**config.mk**
```make
export PLATFORM = sky130hd
export DESIGN_NAME = irq_req_eoi_tracker
export DESIGN_NICKNAME = d
export VERILOG_FILES = /design/src/rtl/irq_trk_pkg.sv /design/src/rtl/irq_pin_req.sv /design/src/rtl/irq_low_pick.sv /design/src/rtl/irq_req_eoi_tracker.sv
export SDC_FILE = /design/constraint.sdc
export NUM_CORES = 1
export LEC_CHECK = 0
export BUFFER_PORTS_ARGS = -buffer_cell sky130_fd_sc_hd__buf_2
export CORE_AREA = 2 2 131 133
export CTS_BUF_LIST = sky130_fd_sc_hd__clkbuf_8
export CTS_CLUSTER_DIAMETER = 200
export DETAILED_ROUTE_END_ITERATION = 8
export DIE_AREA = 0 0 133 135
export PLACE_DENSITY = 0.62
export SLEW_MARGIN = 5
export SYNTH_ARGS = -nofsm -noshare
export SYNTH_HDL_FRONTEND = slang
export SYNTH_HIERARCHICAL = 1
export SYNTH_SLANG_ARGS = --single-unit
```
**constraint.sdc**
```tcl
create_clock -name clk_i -period 4.05 [get_ports clk_i]
set_input_delay 0.2025 -clock clk_i [delete_from_list [all_inputs] [get_ports clk_i]]
set_output_delay 0.2025 -clock clk_i [all_outputs]
set_load 0.05 [all_outputs]
```
**src/rtl/irq_trk_pkg.sv**
```systemverilog
package irq_trk_pkg;
  localparam int unsigned VEC_W_DEF = 8;
  localparam int unsigned NPINS_DEF = 24;
endpackage

```
**src/rtl/irq_pin_req.sv**
```systemverilog
module irq_pin_req (
  input  logic clk_i,
  input  logic rst_ni,
  input  logic pin_i,
  input  logic pol_i,
  input  logic lvl_trig_i,
  input  logic mask_i,
  input  logic rirr_i,
  input  logic served_i,
  output logic pend_o
);
  logic eff, lvl_q, irr_q, irr_d;

  assign eff = pin_i ^ pol_i;

  always_comb begin
    if (!eff)            irr_d = 1'b0;
    else if (lvl_trig_i) irr_d = 1'b1;
    else                 irr_d = (irr_q | ~lvl_q) & ~served_i;  // edge: set on rise, drop on service
  end

  always_ff @(posedge clk_i or negedge rst_ni) begin
    if (!rst_ni) begin
      lvl_q <= 1'b0;
      irr_q <= 1'b0;
    end else begin
      lvl_q <= eff;
      irr_q <= irr_d;
    end
  end

  // masked edge pins are still serviced so that their request is dropped
  assign pend_o = lvl_trig_i ? (irr_q & ~mask_i & ~rirr_i) : irr_q;
endmodule

```
**src/rtl/irq_low_pick.sv**
```systemverilog
module irq_low_pick #(
  parameter int unsigned W  = 24,
  parameter int unsigned IW = (W > 1) ? $clog2(W) : 1
) (
  input  logic [W-1:0]  req_i,
  output logic          vld_o,
  output logic [IW-1:0] idx_o
);
  always_comb begin
    vld_o = 1'b0;
    idx_o = '0;
    for (int i = W - 1; i >= 0; i--) begin
      if (req_i[i]) begin
        vld_o = 1'b1;
        idx_o = IW'(i);
      end
    end
  end
endmodule

```
**src/rtl/irq_req_eoi_tracker.sv**
```systemverilog
module irq_req_eoi_tracker #(
  parameter int unsigned NPINS = irq_trk_pkg::NPINS_DEF,
  parameter int unsigned VEC_W = irq_trk_pkg::VEC_W_DEF,
  localparam int unsigned IDX_W = (NPINS > 1) ? $clog2(NPINS) : 1
) (
  input  logic                   clk_i,
  input  logic                   rst_ni,
  input  logic [NPINS-1:0]       pin_lvl_i,
  input  logic [NPINS-1:0]       pol_i,
  input  logic [NPINS-1:0]       lvl_trig_i,
  input  logic [NPINS-1:0]       mask_i,
  input  logic [NPINS-1:0]       rirr_i,
  input  logic [NPINS*VEC_W-1:0] vec_i,
  input  logic                   eoi_valid_i,
  input  logic [VEC_W-1:0]       eoi_vec_i,
  output logic                   dlv_valid_o,
  output logic [IDX_W-1:0]       dlv_pin_o,
  output logic                   rirr_set_o,
  output logic                   rirr_clr_o,
  output logic [IDX_W-1:0]       rirr_clr_pin_o
);
  logic [NPINS-1:0] pend, eoi_hit, served;
  logic             grant_v, grant_en, eoi_v;
  logic [IDX_W-1:0] grant_idx, eoi_idx;

  for (genvar p = 0; p < NPINS; p++) begin : g_pin
    irq_pin_req u_pin (
      .clk_i      (clk_i),
      .rst_ni     (rst_ni),
      .pin_i      (pin_lvl_i[p]),
      .pol_i      (pol_i[p]),
      .lvl_trig_i (lvl_trig_i[p]),
      .mask_i     (mask_i[p]),
      .rirr_i     (rirr_i[p]),
      .served_i   (served[p]),
      .pend_o     (pend[p])
    );
    assign eoi_hit[p] = eoi_valid_i && (vec_i[p*VEC_W +: VEC_W] == eoi_vec_i);
    assign served[p]  = grant_en && (grant_idx == IDX_W'(p));
  end

  irq_low_pick #(.W(NPINS), .IW(IDX_W)) u_eoi_pick (
    .req_i (eoi_hit),
    .vld_o (eoi_v),
    .idx_o (eoi_idx)
  );

  irq_low_pick #(.W(NPINS), .IW(IDX_W)) u_srv_pick (
    .req_i (pend),
    .vld_o (grant_v),
    .idx_o (grant_idx)
  );

  // a matching EOI owns the cycle; pin service waits one cycle
  assign grant_en       = grant_v && !eoi_v;
  assign dlv_valid_o    = grant_en && !mask_i[grant_idx];
  assign dlv_pin_o      = grant_idx;
  assign rirr_set_o     = dlv_valid_o && lvl_trig_i[grant_idx];
  assign rirr_clr_o     = eoi_v;
  assign rirr_clr_pin_o = eoi_idx;
endmodule

```
==> results.sh, run 1 <==
export IMPL_endpoint="rirr_set_o"
export IMPL_ys_seq_area_share_pct=21.43
export IMPL_clk_latency_ns=0.30
export IMPL_synthesis_area_um2=5605
export IMPL_r2r_setup_slack_ns=1.10
export IMPL_core_um2=16410
export IMPL_start_kind="flop"
export IMPL_hold_buffers=0
export IMPL_ctsResizeCount=0
export IMPL_yosys_area_top_type="dfrtp_1"
export IMPL_fin_cells=1227
export IMPL_path_class="flop to output pin"
export IMPL_hpwlAfterDp_um=19040
export IMPL_power_frac_seq_pct=27.7
export IMPL_period_minus_slack_ns=3.713
export IMPL_critPathArrivalTime_ns=3.51
export IMPL_max_freq_mhz=269.3
export IMPL_synth_area_per_cell_um2=8.366
export IMPL_power_leakage_nw=3.629
export IMPL_area_delta_synth_final_pct=37.03
export IMPL_antenna_found_initial=3
export IMPL_crit_path_end_kind="output pin"
export IMPL_viasPerCell=4.919
export IMPL_finClkSkew_ns=0.01522
export IMPL_tightest_slew_ns=1.079
export IMPL_drive_above_1_share_pct=38.05
export IMPL_power_density_nw_per_um2=258.8
export IMPL_syn_num_nets=993
export IMPL_grt_overflow_total=0
export IMPL_final_setup_tns_ns=0
export IMPL_detail_route_antenna_nets=0
export IMPL_cts_setup_buffers=0
export IMPL_ys_async_sr_fraction_pct=100.0
export IMPL_synth_warnings=6
export IMPL_r2r_end="g_pin[3].u_pin/irr_q$_DFF_PN0_"
export IMPL_synth_most_common_cell="xor2_1"
export IMPL_synth_area_top_cells="dfrtp_1, xor2_1, xnor2_1, o21a_1, nor4_1"
export IMPL_synth_top_area_share_pct=21.43
export IMPL_initial_core_util_pct=34.16
export IMPL_finalInstanceArea_um2=7681
export IMPL_ys_top_cells_by_count="xor2_1, xnor2_1, nor2_1, dfrtp_1, o21a_1"
export IMPL_h_tree_depth=2
export IMPL_port_buffers=335
export IMPL_drcViolationCount=0
export IMPL_globalplace_congestion=0.9514
export IMPL_slew_headroom_pct=28.06
export IMPL_grt_start_max_net_pins=49
export IMPL_cts_tree="yes"
export IMPL_dieArea_um2=17960
export IMPL_nNetsFinal=1326
export IMPL_die_h_um=135
export IMPL_place_area_um2=7577
export IMPL_intPower_mw=1.162
export IMPL_numCtsBuffers=5
export IMPL_r2r_start="g_pin[16].u_pin/irr_q$_DFF_PN0_"
export IMPL_wirelength_um=21850
export IMPL_synth_edff_count=0
export IMPL_outcome="completed"
export IMPL_startpoint="g_pin[12].u_pin/irr_q$_DFF_PN0_"
export IMPL_swShare_pct=41.54
export IMPL_boundaryPins=336
export IMPL_ff2ff_path_depth=10
export IMPL_drv_cap=0
export IMPL_grt_pass1_wl_um=32820
export IMPL_finalHoldViolCount=0
export IMPL_p_sw_mw=0.8256
export IMPL_holdCritPathClass="input pin to flop"
export IMPL_dp_cells=1216
export IMPL_yosysUniqueCellTypes=49
export IMPL_cp_max_fo=20
export IMPL_power_frac_clock_pct=15.4
export IMPL_ir_drop_v=0.0002810
export IMPL_die_w_um=133
export IMPL_cp_required_ns=3.85
export IMPL_drt_pass1_iter_count=4
export IMPL_clock_path_buffers=2
export IMPL_synth_seq_cells=48
export IMPL_grt_pass1_vias=6259
export IMPL_slew_violations=0
export IMPL_combPwrFrac_pct=56.9
export IMPL_wl_per_cell_um=17.81
export IMPL_path_clk_slew_ns=0.10
export IMPL_rows=47
export IMPL_synth_cells=670
export IMPL_drt_iter0_drc=351
export IMPL_timing_final_crit_share_pct=91.68
export IMPL_synth_ff_type="dfrtp_1"
export IMPL_vias=6036
export IMPL_setup_viol=0
export IMPL_rsz0062_at_grt="no"
export IMPL_grt_usage_pct=23.70
export IMPL_ctsRootBufferMaster="clkbuf_8"
export IMPL_cts_sinks=48
[layer usage]
metal	global-route usage [%]	share of wire, %
met3	3.566	5.7
met1	26.75	39
met5	0	0.046
met2	45.19	52
met4	8.363	3.2
[worst max-delay path, stage by stage (launching register included)]
cell and delay [ns]:
dfrtp_1 0.37, inv_1 0.06, nor2_1 0.09, nor4_2 0.41, o311ai_0 0.22, buf_4 0.19
a2111oi_4 0.30, buf_4 0.35, mux2_2 0.38, nand4_1 0.10, o311a_1 0.17, a41oi_2 0.12
a31oi_2 0.16, buf_2 0.28
[flip-flops by register name (all words and copies together) (netlist names)]
register and cells:
g_pin.u_pin/irr_q 24, g_pin.u_pin/lvl_q 24
[through the flow]
step / hold WS, ns / power, mW / worst slack, ns / util [%]
final: 0.08367 / 1.988 / 0.3369 / 46.82
after global routing: 0.08305 / 2.117 / 0.1203 / 46.80
after CTS: 0.08340 / 2.006 / 0.3591 / 46.77
after detailed placement: 0.4148 / 1.694 / 0.3978 / 46.18
after global placement: 0.4112 / 1.688 / 0.4195 / 46.18
after floorplan: -0.09309 / 1.289 / 0.2257 / -
[power groups by stage]
stage               clock [mW]  sequential (mW)  combinational (mW)
global placement             0            0.558                1.13
CTS                      0.318            0.550                1.14
finish                   0.306            0.550                1.13
detailed placement           0            0.560                1.13
floorplan                    0            0.556               0.733
global route             0.333            0.555                1.23
[layout by cell type, fill, tap and decap left out, types with 12 or more instances in the layout]
master     n
buf_2    335
and3_1    20
o21a_1    48
inv_1     29
nor2_1    59
mux2i_1   12
dfrtp_1   48
nand2_1   17
xor2_1   116
nor3_1    16
xnor2_1  100
a21oi_1   28
buf_4     25
nand4_1   20
nor4_1    41
[worst min-delay path by stage]
| stage | cells past startpoint | slack [ns] | startpoint | endpoint |
|---|---|---|---|---|
| after floorplan | 0 | -0.09 | rst_ni | g_pin[0].u_pin/irr_q$_DFF_PN0_ |
| after global placement | 2 | 0.41 | pin_lvl_i[11] | g_pin[11].u_pin/lvl_q$_DFF_PN0_ |
| after detailed placement | 2 | 0.41 | pin_lvl_i[11] | g_pin[11].u_pin/lvl_q$_DFF_PN0_ |
| after CTS | 2 | 0.08 | pin_lvl_i[5] | g_pin[5].u_pin/lvl_q$_DFF_PN0_ |
| after global routing | 2 | 0.08 | pin_lvl_i[6] | g_pin[6].u_pin/lvl_q$_DFF_PN0_ |
| final | 2 | 0.08 | pin_lvl_i[9] | g_pin[9].u_pin/lvl_q$_DFF_PN0_ |
[logic make-up after synthesis]
family                    Yosys count  synth area share, %
xor gates and xnor gates          216                33.75
and+or+nand+nor                   211                20.56
AOI/OAI and AO/OA                 112                14.02
buffers and inverters              63                5.357
DFF                                48                21.43
muxes                              20                4.888
[final cells by class]
type                       count  area (um^2)
fill                        1650         8726
multi-input combinational    559         4128
timing repair buffer         360         1864
sequential                    48         1201
tap                          220        275.3
inverter                      29        108.9
clock buffer                   6        82.58
clock inverter                 2        13.76
antenna                        3        7.507
Note: power is estimated with default switching activity, not from simulation.
==> run 2: changes to the inputs <==
--- a/config.mk
+++ b/config.mk
@@ -6,12 +6,12 @@
 export NUM_CORES = 1
 export LEC_CHECK = 0
 export BUFFER_PORTS_ARGS = -buffer_cell sky130_fd_sc_hd__buf_2
-export CORE_AREA = 2 2 131 133
+export CORE_AREA = 2 2 129 131
 export CTS_BUF_LIST = sky130_fd_sc_hd__clkbuf_8
 export CTS_CLUSTER_DIAMETER = 200
 export DETAILED_ROUTE_END_ITERATION = 8
-export DIE_AREA = 0 0 133 135
-export PLACE_DENSITY = 0.62
+export DIE_AREA = 0 0 131 133
+export PLACE_DENSITY = 0.64
 export SLEW_MARGIN = 5
 export SYNTH_ARGS = -nofsm -noshare
 export SYNTH_HDL_FRONTEND = slang
==> results.sh, run 2 (synthesis results as in run 1) <==
export IMPL_outcome="completed"
export IMPL_place_area_um2=7605
export IMPL_numCtsBuffers=5
export IMPL_grt_start_max_net_pins=49
export IMPL_start_kind="flop"
export IMPL_grt_pass1_vias=6027
export IMPL_drive_above_1_share_pct=38.11
export IMPL_layout_common_cells="buf_2, xor2_1, xnor2_1"
export IMPL_period_minus_slack_ns=3.673
export IMPL_final_setup_tns_ns=0
export IMPL_antenna_found_initial=1
export IMPL_grt_usage_pct=23.03
export IMPL_boundaryPins=336
export IMPL_ff2ff_path_depth=11
export IMPL_fill_cells=1614
export IMPL_path_clk_slew_ns=0.09
export IMPL_slowest_stage="a2111oi_4"
export IMPL_wirelength_um=20780
export IMPL_port_buffers=335
export IMPL_grt_pass1_wl_um=30990
export IMPL_globalplace_congestion=0.8787
export IMPL_top_regs="g_pin.u_pin/irr_q: 24 flops, g_pin.u_pin/lvl_q: 24 flops"
export IMPL_rsz0062_at_grt="no"
export IMPL_cts_setup_buffers=0
export IMPL_drcViolationCount=0
export IMPL_clk_latency_ns=0.30
export IMPL_vias=6078
export IMPL_cp_max_fo=27
export IMPL_dieArea_um2=17420
export IMPL_drv_cap=0
export IMPL_ir_drop_v=0.0001858
export IMPL_h_tree_depth=2
export IMPL_crit_path_end_kind="output pin"
export IMPL_max_freq_mhz=272.2
export IMPL_power_leakage_nw=3.631
export IMPL_finalHoldViolCount=0
export IMPL_grt_util_met3_pct=2.871
export IMPL_slew_headroom_pct=29.07
export IMPL_grt_overflow_total=0
export IMPL_slew_violations=0
export IMPL_met2_usage_pct=44.67
export IMPL_hpwlAfterDp_um=18110
export IMPL_die_w_um=131
export IMPL_drt_pass1_iter_count=6
export IMPL_cts_tree="yes"
export IMPL_max_stage_delay_ns=0.44
export IMPL_cp_required_ns=3.85
export IMPL_whs_ns=0.08737
export IMPL_area_delta_synth_final_pct=37.21
export IMPL_die_h_um=133
export IMPL_nNetsFinal=1328
export IMPL_clock_path_buffers=2
export IMPL_holdCritPathClass="input pin to async pin"
export IMPL_rows=47
export IMPL_path_class="flop to output pin"
export IMPL_ctsRootBufferMaster="clkbuf_8"
export IMPL_hold_buffers=0
export IMPL_detail_route_antenna_nets=0
export IMPL_timing_final_crit_share_pct=90.69
export IMPL_total_power_mw=1.957
export IMPL_ctsResizeCount=0
export IMPL_post_route_util_pct=47.56
export IMPL_initial_core_util_pct=34.66
export IMPL_wl_per_cell_um=16.93
export IMPL_crit_path_cell_trace="inv_1, nor2_1, nor4_2, o311ai_0, buf_4, a2111oi_4, buf_12, mux2_2, nand4_1, o311a_1, a41oi_2, a31oi_2, buf_2"
export IMPL_final_common_cell="buf_2"
export IMPL_core_um2=16170
export IMPL_top_usage_layer="met2"
export IMPL_drt_iter0_drc=231
export IMPL_tightest_slew_ns=1.064
export IMPL_power_density_nw_per_um2=254.4
export IMPL_finClkSkew_ns=0.009234
export IMPL_critPathArrivalTime_ns=3.47
export IMPL_viasPerCell=4.954
export IMPL_finalInstanceArea_um2=7691
export IMPL_setup_viol=0
export IMPL_use_met1_pct=25.26
export IMPL_cts_sinks=48
==> run 2: cell types whose count changed in the layout (fill, tap and decap cells not counted), sizes merged <==
cell / before / now
diode: 3 / 2
inv: 30 / 29
clkinvlp: 0 / 1
buf: 360 / 362
clkbuf: 6 / 5
==> run 2: per-stage QoR <==
step           worst slack (ns)  std cells
2_1_floorplan            0.2257        670
3_3_place_gp             0.6124       1218
3_5_place_dp             0.5802       1218
4_1_cts                  0.3778       1225
5_1_grt                  0.2111       1226
6_report                 0.3769       1227
==> run 2: final timing paths <==
path                                                   endpoint  slack [ns]                       startpoint
worst min-delay path             g_pin[9].u_pin/irr_q$_DFF_PN0_        0.09                           rst_ni
worst max register to register  g_pin[15].u_pin/irr_q$_DFF_PN0_        1.26  g_pin[12].u_pin/irr_q$_DFF_PN0_
worst min register to register  g_pin[19].u_pin/irr_q$_DFF_PN0_        0.57  g_pin[19].u_pin/lvl_q$_DFF_PN0_
min in group clk_i              g_pin[11].u_pin/lvl_q$_DFF_PN0_        0.09                    pin_lvl_i[11]
max in group asynchronous       g_pin[16].u_pin/irr_q$_DFF_PN0_        3.30                           rst_ni
worst max-delay path                                 rirr_set_o        0.38  g_pin[12].u_pin/irr_q$_DFF_PN0_
==> run 2: worst max-delay path: cells and delay by family, from the launching register on <==
kind	cells	cell delay (ns)
buffers and inverters	4	0.80
DFF	1	0.37
and+or+nand+nor	3	0.55
AOI/OAI and AO/OA	5	1.09
muxes	1	0.36
==> run 2: layout make-up <==
type	instances	area [um^2]	area share (%)
clock buffer	5	68.82	0.8947
clock inverter	2	12.51	0.1627
inverter	29	108.9	1.415
tap	220	275.3	3.579
antenna	2	5.005	0.06507
timing repair buffer	362	1892	24.60
multi-input combinational	559	4128	53.67
sequential	48	1201	15.62
==> run 2: report_power, final <==
part	switching, mW	internal, mW
registers	0.0140	0.535
logic	0.636	0.496
clock network	0.158	0.117
total	0.808	1.15
==> run 2: metal layers <==
layer,part of all wire [%],vias to the layer above,wire [um]
met5,0,-,0
met2,54,254,11140
met1,38,2793,7822
li1,-,2994,-
met3,5.8,37,1207
met4,2.9,0,603
==> run 3: changes to the inputs <==
--- a/config.mk
+++ b/config.mk
@@ -5,14 +5,16 @@
 export SDC_FILE = /design/constraint.sdc
 export NUM_CORES = 1
 export LEC_CHECK = 0
+export ABC_AREA = 1
 export BUFFER_PORTS_ARGS = -buffer_cell sky130_fd_sc_hd__buf_2
-export CORE_AREA = 2 2 129 131
+export CORE_ASPECT_RATIO = 0.8
+export CORE_MARGIN = 2
+export CORE_UTILIZATION = 40
 export CTS_BUF_LIST = sky130_fd_sc_hd__clkbuf_8
 export CTS_CLUSTER_DIAMETER = 200
 export DETAILED_ROUTE_END_ITERATION = 8
-export DIE_AREA = 0 0 131 133
-export PLACE_DENSITY = 0.64
-export SLEW_MARGIN = 5
+export PLACE_DENSITY = 0.79
+export SLEW_MARGIN = 20
 export SYNTH_ARGS = -nofsm -noshare
 export SYNTH_HDL_FRONTEND = slang
 export SYNTH_HIERARCHICAL = 1
==> results.sh, run 3 <==
export IMPL_cts_sinks=48
export IMPL_regArea_um2=1201
export IMPL_fill_cells=1683
export IMPL_detail_route_antenna_nets=0
export IMPL_synth_area_top_cells="dfrtp_1, nand2_1, inv_1, nor2_1, xnor2_1"
export IMPL_period_minus_slack_ns=3.681
export IMPL_numCtsBuffers=5
export IMPL_viasPerCell=5.005
export IMPL_drt_pass1_iter_count=5
export IMPL_wl_per_cell_um=14.65
export IMPL_dieArea_um2=17580
export IMPL_drv_cap=0
export IMPL_synth_most_common_cell="nand2_1"
export IMPL_rows=42
export IMPL_layout_setup_ws_ns=0.3688
export IMPL_syn_num_nets=1490
export IMPL_nNetsFinal=1804
export IMPL_finalHoldViolCount=0
export IMPL_power_leakage_nw=4.834
export IMPL_port_buffers=335
export IMPL_critPathArrivalTime_ns=3.48
export IMPL_antenna_found_initial=2
export IMPL_power_density_nw_per_um2=226.0
export IMPL_h_tree_depth=2
export IMPL_hpwlAfterDp_um=20890
export IMPL_tightest_slew_ns=0.8452
export IMPL_grt_pass1_vias=8007
export IMPL_ys_async_sr_fraction_pct=100.0
export IMPL_max_stage_delay_ns=0.37
export IMPL_synth_warnings=6
export IMPL_finalInstanceArea_um2=8514
export IMPL_synth_ff_type="dfrtp_1"
export IMPL_grt_usage_pct=27.47
export IMPL_rsz0062_at_grt="no"
export IMPL_synth_cells=1167
export IMPL_wirelength_um=24950
export IMPL_slowest_stage="dfrtp_1"
export IMPL_finClkSkew_ns=0.007829
export IMPL_grt_overflow_total=0
export IMPL_clk_latency_ns=0.31
export IMPL_ys_top_cells_by_count="nand2_1, inv_1, nor2_1, xnor2_1"
export IMPL_yosysUniqueCellTypes=32
export IMPL_drive_above_1_share_pct=29.91
export IMPL_clock_path_buffers=2
export IMPL_yosys_area_top_type="dfrtp_1"
export IMPL_max_freq_mhz=271.7
export IMPL_setup_viol=0
export IMPL_ys_seq_area_share_pct=18.17
export IMPL_start_kind="flop"
export IMPL_slew_violations=0
export IMPL_core_um2=16340
export IMPL_critPathMostFrequentCell="nand2_1"
export IMPL_pre_cts_ws_ns=0.5411
export IMPL_slew_headroom_pct=43.65
export IMPL_drt_iter0_drc=500
export IMPL_multi_input_comb_area_um2=4248
export IMPL_timing_final_crit_share_pct=90.89
export IMPL_final_common_cell="buf_2"
export IMPL_ctsRootBufferMaster="clkbuf_8"
export IMPL_initial_core_util_pct=40.45
export IMPL_synth_seq_cells=48
export IMPL_top_regs="g_pin.u_pin/irr_q: 24 flops, g_pin.u_pin/lvl_q: 24 flops"
export IMPL_crit_path_end_kind="output pin"
export IMPL_globalplace_congestion=0.9804
export IMPL_synth_area_per_cell_um2=5.664
export IMPL_layout_common_cells="buf_2, nand2_1, inv_1"
export IMPL_grt_start_max_net_pins=49
export IMPL_drcViolationCount=0
export IMPL_synth_edff_count=0
export IMPL_die_w_um=147.7
export IMPL_cp_required_ns=3.85
export IMPL_cts_tree="yes"
export IMPL_path_class="flop to output pin"
export IMPL_path_clk_slew_ns=0.09
export IMPL_grt_pass1_wl_um=39010
export IMPL_synthesis_area_um2=6610
export IMPL_final_setup_tns_ns=0
export IMPL_place_area_um2=8382
export IMPL_area_delta_synth_final_pct=28.81
export IMPL_vias=8524
export IMPL_holdCritPathClass="input pin to flop"
export IMPL_cp_max_fo=12
export IMPL_boundaryPins=336
export IMPL_die_h_um=119.0
export IMPL_synth_top_area_share_pct=18.17
export IMPL_outcome="completed"
export IMPL_ir_drop_v=0.0002343
==> run 3: cell types whose count changed in the layout (fill, tap and decap cells not counted), sizes merged, moves of 22 or more <==
cell and change:
o21ai +33, xor2 -112, nand2 +325, nor4 -29, o22ai +34, nand3 +22, inv +223, xnor2 -46
o21a -48, nor2 +123, a21oi +39
==> run 3: final timing paths <==
check | to | slack [ns] | startpoint | cells past startpoint
max | rirr_set_o | 0.37 | g_pin[22].u_pin/irr_q$_DFF_PN0_ | 35
min | g_pin[1].u_pin/irr_q$_DFF_PN0_ | 0.16 | lvl_trig_i[1] | 3
max reg2reg | g_pin[17].u_pin/irr_q$_DFF_PN0_ | 1.11 | g_pin[22].u_pin/irr_q$_DFF_PN0_ | 32
min reg2reg | g_pin[6].u_pin/irr_q$_DFF_PN0_ | 0.51 | g_pin[6].u_pin/lvl_q$_DFF_PN0_ | 3
max in group asynchronous | g_pin[17].u_pin/irr_q$_DFF_PN0_ | 3.18 | rst_ni | 2
min in group asynchronous | g_pin[4].u_pin/lvl_q$_DFF_PN0_ | 0.46 | rst_ni | 2
==> run 3: area by class of cell <==
type	count	share of cell area, %
diodes	2	0.05878
repair buffers	344	20.59
flip-flops and latches	48	14.11
clock inverters	2	0.1470
multi-input cells	830	49.89
inverters	252	11.17
well taps	220	3.233
clock buffers	5	0.8082
==> run 3: metrics by stage <==
step | hold slack, ns | instances | util [%] | total power [mW]
3_5_place_dp | 0.4652 | 1691 | 51.29 | 1.613
4_1_cts | 0.1244 | 1698 | 51.78 | 1.903
2_1_floorplan | -0.09309 | 1167 | - | 1.247
5_1_grt | 0.1528 | 1703 | 52.10 | 2.073
6_report | 0.1567 | 1703 | 52.10 | 1.924
3_3_place_gp | 0.4530 | 1691 | 51.29 | 1.593
==> run 3: power breakdown <==
group,leakage (nW),switching (mW),internal (mW)
combinational,4.24,0.699,0.402
sequential,0.555,0.0121,0.523
clock,0.0400,0.170,0.117
total,4.83,0.881,1.04
==> run 3: critical path, delay by kind of cell (launching register included) <==
kind            cells  cell delay, ns
compound gates      3            0.65
buf+inv             4            0.59
flops               1            0.37
simple gates       28            1.56
==> run 3: logic make-up (layout without fill, tap and decap cells) <==
logic type                count (synthesis)  after routing  synth area share [%]
and+or+nand+nor                         576            576                 36.59
other                                     0              2                     0
xor gates and xnor gates                 58             58                 7.685
buffers and inverters                   289            603                 17.83
DFF                                      48             48                 18.17
AOI/OAI and AO/OA                       196            196                 19.72
==> run 3: routing by layer <==
metal  GRT usage, %  up-vias  wire [um]
met5              0        -          0
met2          46.54      416      11580
met1          34.94     3794      10200
li1               -     4239          -
met4          11.00        0        966
met3          4.330       75       2204
==> run 3: what timing repair did <==
item	CTS	global route
setup endpoints to repair	0	2
gates resized for setup	0	5
hold buffers	0	1
hold endpoints to repair	0	48
setup buffers	0	2
